## src/rtl/oc_pkg.sv

```systemverilog
package oc_pkg;

  typedef enum logic [1:0] {
    ACT_NONE   = 2'b00,
    ACT_TOGGLE = 2'b01,
    ACT_LOW    = 2'b10,
    ACT_HIGH   = 2'b11
  } oc_act_e;

  // register word addresses; compare values start at 1 << (AW-1)
  localparam int A_CTRL   = 0;
  localparam int A_MODE   = 1;
  localparam int A_ACT_LO = 2;
  localparam int A_ACT_HI = 3;
  localparam int A_FLAG   = 4;
  localparam int A_IEN    = 5;
  localparam int A_COUNT  = 6;

  // channels packed into each action register
  localparam int ACT_PER_REG = 4;

endpackage

```

## src/rtl/oc_prescaler.sv

```systemverilog
module oc_prescaler #(
  parameter int CW    = 16,
  parameter int PRE_W = 3
) (
  input  logic             clk,
  input  logic             rst_n,
  input  logic             run,
  input  logic [PRE_W-1:0] pre_code,
  output logic             tick,
  output logic [CW-1:0]    count,
  output logic [CW-1:0]    count_next
);
  localparam int DIV_W = (1 << PRE_W) - 1;

  logic [DIV_W-1:0] pre_q;
  logic [DIV_W-1:0] mask;
  logic [CW-1:0]    count_q;

  assign mask       = DIV_W'((32'd1 << pre_code) - 32'd1);
  assign tick       = run && ((pre_q & mask) == mask);
  assign count_next = count_q + 1'b1;
  assign count      = count_q;

  always_ff @(posedge clk or negedge rst_n) begin
    if (!rst_n)   pre_q <= '0;
    else if (run) pre_q <= pre_q + 1'b1;
    else          pre_q <= '0;
  end

  always_ff @(posedge clk or negedge rst_n) begin
    if (!rst_n)    count_q <= '0;
    else if (tick) count_q <= count_next;
  end

  // stopped counter holds
  p_hold_stopped_r2: assert property (@(posedge clk) disable iff (!rst_n)
    !run |=> $stable(count_q));
  // an increment moves exactly one step
  p_single_step_r2: assert property (@(posedge clk) disable iff (!rst_n)
    tick |=> count_q == CW'($past(count_q) + 1'b1));
  // between increments the value rests
  p_rest_r2: assert property (@(posedge clk) disable iff (!rst_n)
    !tick |=> $stable(count_q));

endmodule

```

## src/rtl/oc_channel.sv

```systemverilog
module oc_channel import oc_pkg::*; #(
  parameter int CW = 16
) (
  input  logic          clk,
  input  logic          rst_n,
  input  logic          tick,
  input  logic [CW-1:0] count_next,
  input  logic [CW-1:0] cmp,
  input  logic          mode_en,
  input  logic [1:0]    act,
  input  logic          flag_clr,
  output logic          flag,
  output logic          pin,
  output logic          oe
);
  oc_act_e act_e;
  logic    hit;
  logic    flag_q;
  logic    pin_q;

  assign act_e = oc_act_e'(act);
  // one evaluation per increment, against the value being entered
  assign hit   = tick && mode_en && (count_next == cmp);

  always_ff @(posedge clk or negedge rst_n) begin
    if (!rst_n)        flag_q <= 1'b0;
    else if (hit)      flag_q <= 1'b1;
    else if (flag_clr) flag_q <= 1'b0;
  end

  always_ff @(posedge clk or negedge rst_n) begin
    if (!rst_n) pin_q <= 1'b0;
    else if (hit) begin
      unique case (act_e)
        ACT_TOGGLE: pin_q <= ~pin_q;
        ACT_LOW:    pin_q <= 1'b0;
        ACT_HIGH:   pin_q <= 1'b1;
        default:    pin_q <= pin_q;
      endcase
    end
  end

  assign flag = flag_q;
  assign pin  = pin_q;
  assign oe   = mode_en && (act_e != ACT_NONE);

  // a disabled channel leaves its pin and flag alone
  p_mode_gate_r3: assert property (@(posedge clk) disable iff (!rst_n)
    !mode_en |=> $stable(pin_q) && !$rose(flag_q));
  // a match always leaves the flag set, clear or not
  p_match_sets_r4: assert property (@(posedge clk) disable iff (!rst_n)
    hit |=> flag_q);
  // a clear without a match drops the flag
  p_clear_r6: assert property (@(posedge clk) disable iff (!rst_n)
    (flag_clr && !hit) |=> !flag_q);
  // the none code never moves the pin
  p_none_holds_r5: assert property (@(posedge clk) disable iff (!rst_n)
    (act_e == ACT_NONE) |=> $stable(pin_q));
  // a toggle match inverts the pin
  p_toggle_r5: assert property (@(posedge clk) disable iff (!rst_n)
    (hit && act_e == ACT_TOGGLE) |=> pin_q != $past(pin_q));
  // no increment, no pin change
  p_once_per_step_r8: assert property (@(posedge clk) disable iff (!rst_n)
    !tick |=> $stable(pin_q));

endmodule

```

## src/rtl/oc_regs.sv

```systemverilog
module oc_regs import oc_pkg::*; #(
  parameter int NCH   = 8,
  parameter int CW    = 16,
  parameter int AW    = 4,
  parameter int PRE_W = 3
) (
  input  logic              clk,
  input  logic              rst_n,
  input  logic              wr_en,
  input  logic [AW-1:0]     addr,
  input  logic [CW-1:0]     wdata,
  output logic [CW-1:0]     rdata,
  input  logic [CW-1:0]     count,
  input  logic [NCH-1:0]    flags,
  output logic              run,
  output logic [PRE_W-1:0]  pre_code,
  output logic [NCH-1:0]    mode,
  output logic [2*NCH-1:0]  act,
  output logic [NCH-1:0]    ien,
  output logic [NCH*CW-1:0] cmp_flat,
  output logic [NCH-1:0]    flag_clr
);
  localparam int ABITS    = 2 * NCH;
  localparam int LO_BITS  = 2 * ACT_PER_REG;
  localparam int HI_BITS  = ABITS - LO_BITS;
  localparam int CMP_BASE = 1 << (AW - 1);

  logic              run_q;
  logic [PRE_W-1:0]  pre_q;
  logic [NCH-1:0]    mode_q;
  logic [ABITS-1:0]  act_q;
  logic [NCH-1:0]    ien_q;
  logic [CW-1:0]     cmp_q [NCH];
  logic              unused_wdata;

  function automatic logic wr_at(input int a);
    return wr_en && (addr == AW'(a));
  endfunction

  assign unused_wdata = ^wdata;

  always_ff @(posedge clk or negedge rst_n) begin
    if (!rst_n) begin
      run_q  <= 1'b0;
      pre_q  <= '0;
      mode_q <= '0;
      act_q  <= '0;
      ien_q  <= '0;
    end else begin
      if (wr_at(A_CTRL)) begin
        run_q <= wdata[0];
        pre_q <= wdata[PRE_W:1];
      end
      if (wr_at(A_MODE))   mode_q <= wdata[NCH-1:0];
      if (wr_at(A_ACT_LO)) act_q[LO_BITS-1:0] <= wdata[LO_BITS-1:0];
      if (wr_at(A_ACT_HI)) act_q[ABITS-1:LO_BITS] <= wdata[HI_BITS-1:0];
      if (wr_at(A_IEN))    ien_q <= wdata[NCH-1:0];
    end
  end

  for (genvar i = 0; i < NCH; i++) begin : g_cmp
    always_ff @(posedge clk or negedge rst_n) begin
      if (!rst_n)                 cmp_q[i] <= '0;
      else if (wr_at(CMP_BASE + i)) cmp_q[i] <= wdata;
    end
    assign cmp_flat[i*CW +: CW] = cmp_q[i];
  end

  assign flag_clr = wr_at(A_FLAG) ? wdata[NCH-1:0] : '0;

  always_comb begin
    rdata = '0;
    if (addr[AW-1]) begin
      for (int i = 0; i < NCH; i++)
        if (addr[AW-2:0] == (AW-1)'(i)) rdata = cmp_q[i];
    end else begin
      case (int'(addr))
        A_CTRL:   rdata = CW'({pre_q, run_q});
        A_MODE:   rdata = CW'(mode_q);
        A_ACT_LO: rdata = CW'(act_q[LO_BITS-1:0]);
        A_ACT_HI: rdata = CW'(act_q[ABITS-1:LO_BITS]);
        A_FLAG:   rdata = CW'(flags);
        A_IEN:    rdata = CW'(ien_q);
        A_COUNT:  rdata = count;
        default:  rdata = '0;
      endcase
    end
  end

  assign run      = run_q;
  assign pre_code = pre_q;
  assign mode     = mode_q;
  assign act      = act_q;
  assign ien      = ien_q;

  // a low action write never disturbs the high channels' fields
  p_act_lo_isolated_r5: assert property (@(posedge clk) disable iff (!rst_n)
    wr_at(A_ACT_LO) |=> $stable(act_q[ABITS-1:LO_BITS]));
  // a clear strobe only arises from a flag register write
  p_clear_src_r6: assert property (@(posedge clk) disable iff (!rst_n)
    (flag_clr != '0) |-> (wr_en && addr == AW'(A_FLAG)));

endmodule

```

## src/rtl/oc_bank.sv

```systemverilog
module oc_bank import oc_pkg::*; #(
  parameter int NCH   = 8,
  parameter int CW    = 16,
  parameter int AW    = 4,
  parameter int PRE_W = 3
) (
  input  logic           clk,
  input  logic           rst_n,
  input  logic           reg_wr,
  input  logic [AW-1:0]  reg_addr,
  input  logic [CW-1:0]  reg_wdata,
  output logic [CW-1:0]  reg_rdata,
  output logic [NCH-1:0] oc_pin,
  output logic [NCH-1:0] oc_oe,
  output logic [NCH-1:0] oc_irq
);
  logic              run;
  logic [PRE_W-1:0]  pre_code;
  logic              tick;
  logic [CW-1:0]     count;
  logic [CW-1:0]     count_next;
  logic [NCH-1:0]    mode;
  logic [2*NCH-1:0]  act;
  logic [NCH-1:0]    ien;
  logic [NCH*CW-1:0] cmp_flat;
  logic [NCH-1:0]    flag_clr;
  logic [NCH-1:0]    flags;

  oc_prescaler #(.CW(CW), .PRE_W(PRE_W)) u_pre (
    .clk        (clk),
    .rst_n      (rst_n),
    .run        (run),
    .pre_code   (pre_code),
    .tick       (tick),
    .count      (count),
    .count_next (count_next)
  );

  oc_regs #(.NCH(NCH), .CW(CW), .AW(AW), .PRE_W(PRE_W)) u_regs (
    .clk      (clk),
    .rst_n    (rst_n),
    .wr_en    (reg_wr),
    .addr     (reg_addr),
    .wdata    (reg_wdata),
    .rdata    (reg_rdata),
    .count    (count),
    .flags    (flags),
    .run      (run),
    .pre_code (pre_code),
    .mode     (mode),
    .act      (act),
    .ien      (ien),
    .cmp_flat (cmp_flat),
    .flag_clr (flag_clr)
  );

  for (genvar n = 0; n < NCH; n++) begin : g_ch
    oc_channel #(.CW(CW)) u_ch (
      .clk        (clk),
      .rst_n      (rst_n),
      .tick       (tick),
      .count_next (count_next),
      .cmp        (cmp_flat[n*CW +: CW]),
      .mode_en    (mode[n]),
      .act        (act[2*n +: 2]),
      .flag_clr   (flag_clr[n]),
      .flag       (flags[n]),
      .pin        (oc_pin[n]),
      .oe         (oc_oe[n])
    );
  end

  assign oc_irq = flags & ien;

  // no request without both its flag and its enable
  p_irq_masked_r7: assert property (@(posedge clk) disable iff (!rst_n)
    ((oc_irq & ~flags) == '0) && ((oc_irq & ~ien) == '0));
  // a driven pin always belongs to a compare-mode channel
  p_oe_mode_r11: assert property (@(posedge clk) disable iff (!rst_n)
    (oc_oe & ~mode) == '0);
  // flags only rise on a counter increment
  p_flag_on_step_r4: assert property (@(posedge clk) disable iff (!rst_n)
    !tick |=> (flags & ~$past(flags)) == '0);

endmodule

```

## config.mk

```make
export PLATFORM = sky130hd
export DESIGN_NAME = oc_bank
export DESIGN_NICKNAME = d
export VERILOG_FILES = /design/src/rtl/oc_pkg.sv /design/src/rtl/oc_prescaler.sv /design/src/rtl/oc_channel.sv /design/src/rtl/oc_regs.sv /design/src/rtl/oc_bank.sv
export SDC_FILE = /design/constraint.sdc
export NUM_CORES = 1
export LEC_CHECK = 0
export ABC_CLOCK_PERIOD_IN_PS = 2800
export BUFFER_PORTS_ARGS = -buffer_cell sky130_fd_sc_hd__buf_2
export CAP_MARGIN = 15
export CELL_PAD_IN_SITES_DETAIL_PLACEMENT = 1
export CELL_PAD_IN_SITES_GLOBAL_PLACEMENT = 2
export CORE_UTILIZATION = 38
export DETAILED_ROUTE_END_ITERATION = 10
export PLACE_DENSITY_LB_ADDON = 0.1
export SLEW_MARGIN = 20
export SYNTH_ARGS = -nofsm -noshare
export SYNTH_HDL_FRONTEND = slang
export SYNTH_HIERARCHICAL = 1
export SYNTH_SLANG_ARGS = --single-unit
export TNS_END_PERCENT = 10
```

## constraint.sdc

```tcl
create_clock -name clk -period 2.8 [get_ports clk]
set_input_delay 0.42 -clock clk [delete_from_list [all_inputs] [get_ports clk]]
set_output_delay 0.42 -clock clk [all_outputs]
set_load 0.05 [all_outputs]
```

==> results of run 1 <==
-- what timing repair did --
item                                    CTS  global route
hold buffers                              1             0
endpoints found under the setup margin    1            17
resized for setup                         4            15
pin swaps                                 0             9
buffers inserted                          0             4
hold endpoints to repair                 43             0
-- cell families after synthesis --
logic type	after synthesis	share of synthesized area
AOI/OAI and AO/OA	149	0.08091
xor gates and xnor gates	160	0.1162
adders and majority gates	2	0.002064
buffers and inverters	70	0.03529
DFF	203	0.4190
muxes	215	0.1968
and+or+nand+nor	303	0.1497
-- state kept, by name, indices dropped and copies added (netlist names) --
signal,cells
g_ch.u_ch/flag,8
g_ch.u_ch/pin,8
u_pre/count,16
u_pre/pre_q,7
u_regs/act,16
u_regs/cmp_flat,128
u_regs/ien,8
u_regs/mode,8
u_regs/pre_code,3
u_regs/run,1
-- layer usage --
| metal | global-route usage | wire (um) | vias up | share of wire |
|---|---|---|---|---|
| met3 | 0.02324 | 979 | 58 | 0.024 |
| met5 | 0 | 0 | - | 0 |
| met4 | 0.06462 | 1052 | 0 | 0.026 |
| met2 | 0.4386 | 20230 | 143 | 0.50 |
| li1 | - | - | 4163 | - |
| met1 | 0.3348 | 17900 | 4599 | 0.45 |
-- power by group --
part	total, W	leakage (nW)	switching, W	internal (W)
clock network	0.00372	0.473	0.00138	0.00234
registers	0.00422	2.49	0.000662	0.00355
logic	0.00345	3.02	0.00188	0.00157
-- cell type report --
class,count,area share
multi-input cells,829,0.4664
clock inverters,14,0.01370
clock buffers,34,0.05213
flip-flops and latches,203,0.3521
well taps,402,0.03487
repair buffers,150,0.07788
inverters,11,0.002862
-- how the worst min path moves through the flow --
stage	endpoint	slack, ns
2_1_floorplan	g_ch[0].u_ch/flag	0.12
3_3_place_gp	u_pre/pre_q[3]	0.35
3_5_place_dp	u_pre/pre_q[3]	0.35
4_1_cts	u_regs/cmp_flat[29]	0.22
5_1_grt	u_regs/cmp_flat[88]	0.25
6_report	u_regs/cmp_flat[29]	0.24
-- layout by cell type, fill, tap and decap left out, types with 6 or more instances in the layout --
cell	n
dfrtp_1	203
a32o_1	8
buf_12	10
nor3_2	6
xnor2_1	145
clkinv_2	8
o41ai_1	8
or2b_1	8
o21ai_0	31
mux2i_1	40
nand2b_1	21
and3_1	6
nand3_1	32
buf_4	78
buf_2	58
mux2_2	172
a21oi_1	50
xor2_1	9
nor2_2	7
and2_1	29
nor2b_1	14
o32ai_1	9
a22oi_1	7
clkbuf_16	27
nand2_1	56
nor2_1	54
nor4b_2	8
nand4_1	27
inv_1	11
-- through the flow --
stage               hold slack [ns]  area, um2  worst slack (ns)  TNS (ns)    util
finish                       0.2373      14430            0.1148         0  0.4584
global route                 0.2510      14430          -0.01586  -0.01586  0.4584
CTS                          0.2157      14310           0.01331         0  0.4545
detailed placement           0.3523      13330           0.02000         0  0.4236
global placement             0.3460      13330           0.05313         0  0.4236
floorplan                    0.1244      12140         0.0001346         0       -
==> flow_summary.ini, run 1 <==
[timing]
fin_skew_ns = 0.01568
setup_viol_count_final = 0
slew_headroom = 0.5789
max_freq_mhz = 372.4
worstMarginPinSlew_ns = 0.6302
min_period_ns = 2.685
finalMaxSlewViolations = 0
fin_crit_sh = 0.9590
final_hold_viol_count = 0
rsz0062_at_grt = true

[global_routing]
antenna_found_initial = 0
grt_usage = 0.2520
grt_pass1_vias = 9817
grt_first_pass_wirelength_um = 62050
overflow = 0
grt_max_degree = 84

[die]
coreArea_um2 = 31470
start_util = 0.3852
dieHeight_um = 180.6
rows = 65
pin_count = 63
die_area_um2 = 32620
die_w_um = 180.6

[final_layout]
seq_area_um2 = 5080
multi_input_comb_area_um2 = 6729
fin_cells = 1643
fillCellCount = 3434
antenna_cells = 0
syn2layout_area_growth_pct = 18.99
final_nets = 1246
final_layout_size_suffix_gt1_frac = 0.3449

[hold_path]
hold_depth = 2
worstHoldStart = reg_wdata[13]
hold_class = in -> reg

[logic_synthesis]
ys_warn_count = 6
synthesis.area_um2 = 12120
yosys-top-cells-area = dfrtp_1 (42%), mux2_2 (16%), xnor2_1 (11%), mux2i_1 (3.3%), a21oi_1 (2.1%)
syn_inst = 1102
syn_avg_cell_area_um2 = 11.00
synth_top_area_cell = dfrtp_1
yosys_most_used_dff = dfrtp_1
ys_async_sr_fraction = 1.000
synth_top_cells_by_count = dfrtp_1 (203), mux2_2 (172), xnor2_1 (150)
yosysMostFrequentCell = dfrtp_1
synth.distinct_cells = 68
ys_ff_latch = 203
synth_edf_count = 0
seq_area_frac_synth = 0.4190
synth_fp_nets = 1127
synth_top_cell_area_share = 0.4190

[critical_path]
r2r-end = g_ch[5].u_ch/pin
cp_num_cells = 7
path_class = in -> out
critPathMaxFanout = 23
path_buf_inv = 3
cp.arrival_ns = 2.27
cp_top_family = buffers and inverters
critPathCaptureType = output pin
crit_chain = buf_2 -> buf_12 -> nor2b_1 -> a22o_1 -> a21oi_1 -> a31oi_1 -> buf_2
crit_top_cell = buf_2
reg2reg_from = u_pre/count[1]
cp-startpoint = reg_addr[0]
cpMaxStageDelayCell = buf_2
r2r_setup_slack_ns = 0.15
reg2reg_depth = 13
cpPeakStageDelay_ns = 0.37
critical_path_required_ns = 2.38
cp-start-kind = primary input
crit_path_end = reg_rdata[6]

[clocking]
clock_latency_ns = 0.55
cts_tree = yes
clk_pin_slew_ns = 0.06
ctsHtreeMaxLevel = 1
clk_path_buf_depth = 3
root_buffer = clkbuf_16
cts_made_buffers = 26
cts.sinks = 203

[placement]
dp_hpwl_um = 29530
port_buffers = 62
dp.cells = 1590
gp_congestion = 0.8187

[power_and_ir_drop]
p_leak_nw = 5.985
p_total_w = 0.01139
ir_drop_mv = 0.5454
power.density_nw_per_um2 = 789.8

[routing]
vias_per_cell = 5.455
wl_per_cell_um = 24.45
drc = 0
route.antenna.remaining_nets = 0
dr.pass1.iters = 4
dr.first_iter.drc_count = 486
vias = 8963
wirelength_um = 40170

[flow_run]
maxCapViolCount = 0

[status]
status = complete, no violations
No activity file was read; power rests on OpenSTA's default activity.
==> run 2, diff against run 1 <==
Settings changed: PLACE_DENSITY set to 0.74, PLACE_DENSITY_LB_ADDON 0.1 to not set.
==> run 2 against run 1 <==
Net effect:
- maximum frequency down 4.1%
- critical path depth grew 6
- via count rose by 2.4%
- clock-buffer cell count increased by 7
- sequential power up 0.9%
- setup slack worse by 0.11 ns
- sequential cell count is the same
==> flow_summary.ini, run 2 (same netlist as run 1, synthesis figures left out) <==
[routing]
vias = 9182
vias_per_cell = 5.555
wirelength_um = 40350
drc = 0
dr.pass1.iters = 5
route.antenna.remaining_nets = 0
dr.first_iter.drc_count = 501
wl_per_cell_um = 24.41

[die]
die_w_um = 180.6
die_area_um2 = 32620
coreArea_um2 = 31470
pin_count = 63
rows = 65
start_util = 0.3852
dieHeight_um = 180.6

[timing]
fin_crit_sh = 1.000
rsz0062_at_grt = true
setup_viol_count_final = 0
min_period_ns = 2.800
finalMaxSlewViolations = 0
worstMarginPinSlew_ns = 0.5667
slew_headroom = 0.6222
fin_skew_ns = 0.01239
final_hold_viol_count = 0
max_freq_mhz = 357.2
worst_slack_ns = 0.00007661

[final_layout]
antenna_cells = 0
final_layout_size_suffix_gt1_frac = 0.3501
largest_register_ffs = 128
layout_commonest_cell = dfrtp_1
finish.utilization = 0.4598
final_nets = 1262
syn2layout_area_growth_pct = 19.35
mostFrequentLayoutCells = dfrtp_1 (202), mux2_2 (172), xnor2_1 (146)

[critical_path]
critPathMaxFanout = 8
critical_path_required_ns = 3.20
critPathCaptureType = flip-flop
cp.arrival_ns = 3.20
path_class = reg -> reg
cp-start-kind = flip-flop

[flow_run]
maxCapViolCount = 0

[placement]
port_buffers = 62
gp_congestion = 0.8397
dp_worst_setup_slack_ns = -0.1250
dp_hpwl_um = 29370

[power_and_ir_drop]
p_total_w = 0.01089
ir_drop_mv = 0.4517
p_int_w = 0.007055
p_clk_frac = 0.295
combinationalPowerShare = 0.314
swShare = 0.3524
power.density_nw_per_um2 = 752.8
p_sw_w = 0.003839
seqPwrFrac = 0.391
p_leak_nw = 5.980

[global_routing]
grt_usage = 0.2497
grt_pass1_vias = 9819
grt_first_pass_wirelength_um = 61690
antenna_found_initial = 1
grt_max_degree = 62
overflow = 0

[clocking]
clock_latency_ns = 0.54
cts_tree = yes
clk_path_buf_depth = 3
ctsHtreeMaxLevel = 1
cts_made_buffers = 26
cts.sinks = 203
clk_pin_slew_ns = 0.06
root_buffer = clkbuf_16

[status]
status = complete, no violations

[hold_path]
hold_class = in -> reg
## run 2: final cells by class
cell class	count	area [um2]
clock inverters	1	8.758
well taps	402	503.0
multi-input cells	829	6765
fillers	3431	17000
flip-flops and latches	203	5081
repair buffers	166	1272
inverters	11	41.29
clock buffers	41	798.3
## run 2: worst max-delay path, stage by stage (launching register included)
cell and delay, ns:
dfrtp_1 0.36, ha_2 0.19, and3_4 0.19, and3_4 0.20, and2_4 0.19, nand2_1 0.07
xnor2_1 0.15, buf_4 0.24, xnor2_2 0.14, nand4_1 0.20, nor3_2 0.26, buf_4 0.19
mux2i_2 0.20, nand2_1 0.08
## run 2: per-layer routing
metal | up-vias | wire length (um) | track usage
li1 | 4186 | - | -
met1 | 4740 | 18220 | 0.3372
met2 | 188 | 19590 | 0.4199
met3 | 68 | 1287 | 0.02223
met4 | 0 | 1251 | 0.08274
met5 | - | 0 | 0
## run 2: worst paths after layout
path	start	to	slack [ns]	cells after the start
max	u_pre/count[0]	g_ch[1].u_ch/pin	0.00008	13
min	reg_wdata[9]	u_regs/cmp_flat[73]	0.25	2
max reg2reg	u_pre/count[0]	g_ch[1].u_ch/pin	0.00008	13
min reg2reg	u_regs/ien[0]	u_regs/ien[0]	0.53	1
max in group asynchronous	rst_n	u_regs/cmp_flat[59]	1.58	3
min in group asynchronous	rst_n	u_pre/pre_q[5]	0.45	2
## run 2: power groups by stage
stage	Sequential, W	Clock [W]	Combinational (W)
final	0.00426	0.00321	0.00342
after global placement	0.00427	0	0.00329
after detailed placement	0.00429	0	0.00335
after CTS	0.00425	0.00328	0.00340
after global routing	0.00435	0.00338	0.00367
after floorplan	0.00405	0	0.00246
## run 2: timing repair
action                                 4_1_cts  5_1_grt
hold buffers                                 1        0
setup endpoints to repair                    8       15
pin swaps                                    6       11
endpoints found under the hold margin       57        0
setup buffers                                6       13
resized for setup                           10       18
cloned                                       0        0
## run 2: through the flow
| step | cell area, um2 | TNS [ns] | instances | hold slack, ns |
|---|---|---|---|---|
| after detailed placement | 13370 | -0.3082 | 1591 | 0.4672 |
| after global placement | 13370 | -0.1301 | 1591 | 0.4719 |
| after floorplan | 12140 | 0 | 1102 | 0.1244 |
| final | 14470 | 0 | 1653 | 0.2519 |
| after global routing | 14470 | -0.3635 | 1653 | 0.2663 |
| after CTS | 14290 | -0.02592 | 1640 | 0.2380 |
==> run 3, diff against run 2 <==
Settings changed: ABC_CLOCK_PERIOD_IN_PS 2800 to 3280, CORE_UTILIZATION 38 to 45, PLACE_DENSITY 0.74 to 0.83.
Clock period 2.8 ns to 3.28 ns, I/O delays scaled along.
==> run 3 against run 2 <==
Net effect:
- the run now ends with DRC left
- register-to-register slack better by 0.16 ns
- clock-buffer cell count down 5
- clock skew down 0.0023 ns
- setup slack improved by 0.13 ns
- sequential power is 14% lower
- worst hold slack lost 0.24 ns
- critical path type is now reg -> out
- largest cell class unchanged
- highest routed layer unchanged
==> flow_summary.ini, run 3 (same netlist as run 1, synthesis figures left out) <==
[status]
status = finished, violations left
violations = DRC

[power_and_ir_drop]
swShare = 0.3498
ir_drop_mv = 0.5134
power.density_nw_per_um2 = 673.4
p_sw_w = 0.003248
p_clk_frac = 0.306
p_int_w = 0.006038
combinationalPowerShare = 0.299
p_leak_nw = 5.621
seqPwrFrac = 0.394

[final_layout]
mostFrequentLayoutCells = dfrtp_1 (203), mux2_2 (172), xnor2_1 (150)
largest_register_ffs = 128
final_nets = 1207
fin_cells = 1534
layout_commonest_cell = dfrtp_1
syn2layout_area_growth_pct = 13.73
seq_area_um2 = 5080
fillCellCount = 2826
final_layout_size_suffix_gt1_frac = 0.3094
antenna_cells = 0
multi_input_comb_area_um2 = 6619

[placement]
dp.cells = 1490
gp_congestion = 0.8775
port_buffers = 62
dp_hpwl_um = 27870

[routing]
vias_per_cell = 5.944
wl_per_cell_um = 25.61
vias = 9118
dr.pass1.iters = 8
route.antenna.remaining_nets = 0
wirelength_um = 39280
dr.first_iter.drc_count = 616
drc = 6

[clocking]
cts.sinks = 203
root_buffer = clkbuf_16
cts_made_buffers = 25
clk_pin_slew_ns = 0.06
ctsHtreeMaxLevel = 1
cts_tree = yes
cts_hold_buffers = 0
clk_path_buf_depth = 3
post-cts-setup-buffers = 0
cts_resized = 0
clock_latency_ns = 0.53

[die]
die_area_um2 = 27600
die_w_um = 166.1
coreArea_um2 = 26280
dieHeight_um = 166.1
pin_count = 63
rows = 59
start_util = 0.4613

[hold_path]
hold_class = in -> async

[timing]
rsz0062_at_grt = false
slew_headroom = 0.5211
finalMaxSlewViolations = 0
hold_slack_ns = 0.01637
min_period_ns = 3.147
fin_skew_ns = 0.01011
worstMarginPinSlew_ns = 0.7003
setup_viol_count_final = 0
fin_tns_setup_ns = 0
fin_crit_sh = 0.9596
max_freq_mhz = 317.7
final_hold_viol_count = 0

[global_routing]
overflow = 0
grt_max_degree = 76
antenna_found_initial = 0
grt_first_pass_wirelength_um = 60790
grt_pass1_vias = 9757
grt_usage = 0.2884

[critical_path]
cp.arrival_ns = 2.66
critical_path_required_ns = 2.79
critPathCaptureType = output pin
cp_num_cells = 7
cp_top_family = compound AO/OA/AOI/OAI gates
path_class = reg -> out
path_buf_inv = 2
crit_chain = mux2_2 -> a22oi_1 -> nor2_1 -> a2111oi_0 -> buf_4 -> a31oi_1 -> buf_2
cp-start-kind = flip-flop
cpPeakStageDelay_ns = 0.63
reg2reg_depth = 12
cpMaxStageDelayCell = a2111oi_0
critPathMaxFanout = 4

[flow_run]
maxCapViolCount = 0
[run 3: cell types whose count changed in the layout (fill, tap and decap cells not counted), sizes merged]
| cell | before | now |
|---|---|---|
| inv | 11 | 12 |
| clkbuf | 43 | 37 |
| bufinv | 0 | 3 |
| clkinv | 1 | 4 |
| dlygate4sd3 | 1 | 0 |
| buf | 163 | 111 |
[run 3: power by group through the flow]
stage / combinational [W] / sequential (W) / clock [W]
finish: 0.00278 / 0.00366 / 0.00284
global route: 0.00298 / 0.00374 / 0.00299
CTS: 0.00279 / 0.00366 / 0.00289
detailed placement: 0.00277 / 0.00369 / 0
global placement: 0.00271 / 0.00366 / 0
floorplan: 0.00210 / 0.00346 / 0
[run 3: area by class of cell]
type	count	share of cell area
multi-input combinational	829	0.4800
sequential	203	0.3684
timing repair buffer	112	0.05799
clock buffer	36	0.05127
tap	335	0.03040
clock inverter	8	0.008893
inverter	11	0.002995
[run 3: layer usage]
layer,part of all wire,vias up,GRT usage
li1,-,4059,-
met1,0.44,4746,0.3805
met2,0.49,220,0.4849
met3,0.038,93,0.03503
met4,0.039,0,0.1101
met5,0,-,0
[run 3: through the flow]
step,worst slack (ns),power (W),utilization,instance area [um2]
final,0.1326,0.009286,0.5247,13790
after global placement,0.2720,0.006375,0.4931,12960
after floorplan,0.4412,0.005557,-,12120
after CTS,0.2044,0.009338,0.5247,13790
after detailed placement,0.2441,0.006462,0.4931,12960
after global routing,0.07419,0.009703,0.5247,13790
[run 3: worst paths after layout]
kind	from	end	slack [ns]
hold / removal	rst_n	u_pre/pre_q[3]	0.02
max in group asynchronous	rst_n	u_pre/count[8]	2.48
hold reg to reg	u_pre/count[15]	u_pre/count[15]	0.53
min in group clk	reg_wdata[14]	u_regs/cmp_flat[94]	0.31
setup / recovery	u_regs/mode[2]	reg_rdata[2]	0.13
setup reg to reg	u_pre/count[0]	g_ch[1].u_ch/pin	0.16
[run 3: worst reg2reg max path, cell delays in order (launching register included)]
cell and delay (ns):
dfrtp_1 0.46, ha_1 0.25, and3_4 0.22, and3_4 0.20, and2_4 0.22, nand2_1 0.08, xnor2_1 0.17, buf_4 0.22
xnor2_1 0.17, nand4_1 0.24, nor3_2 0.47, mux2i_1 0.25, nand2_1 0.06
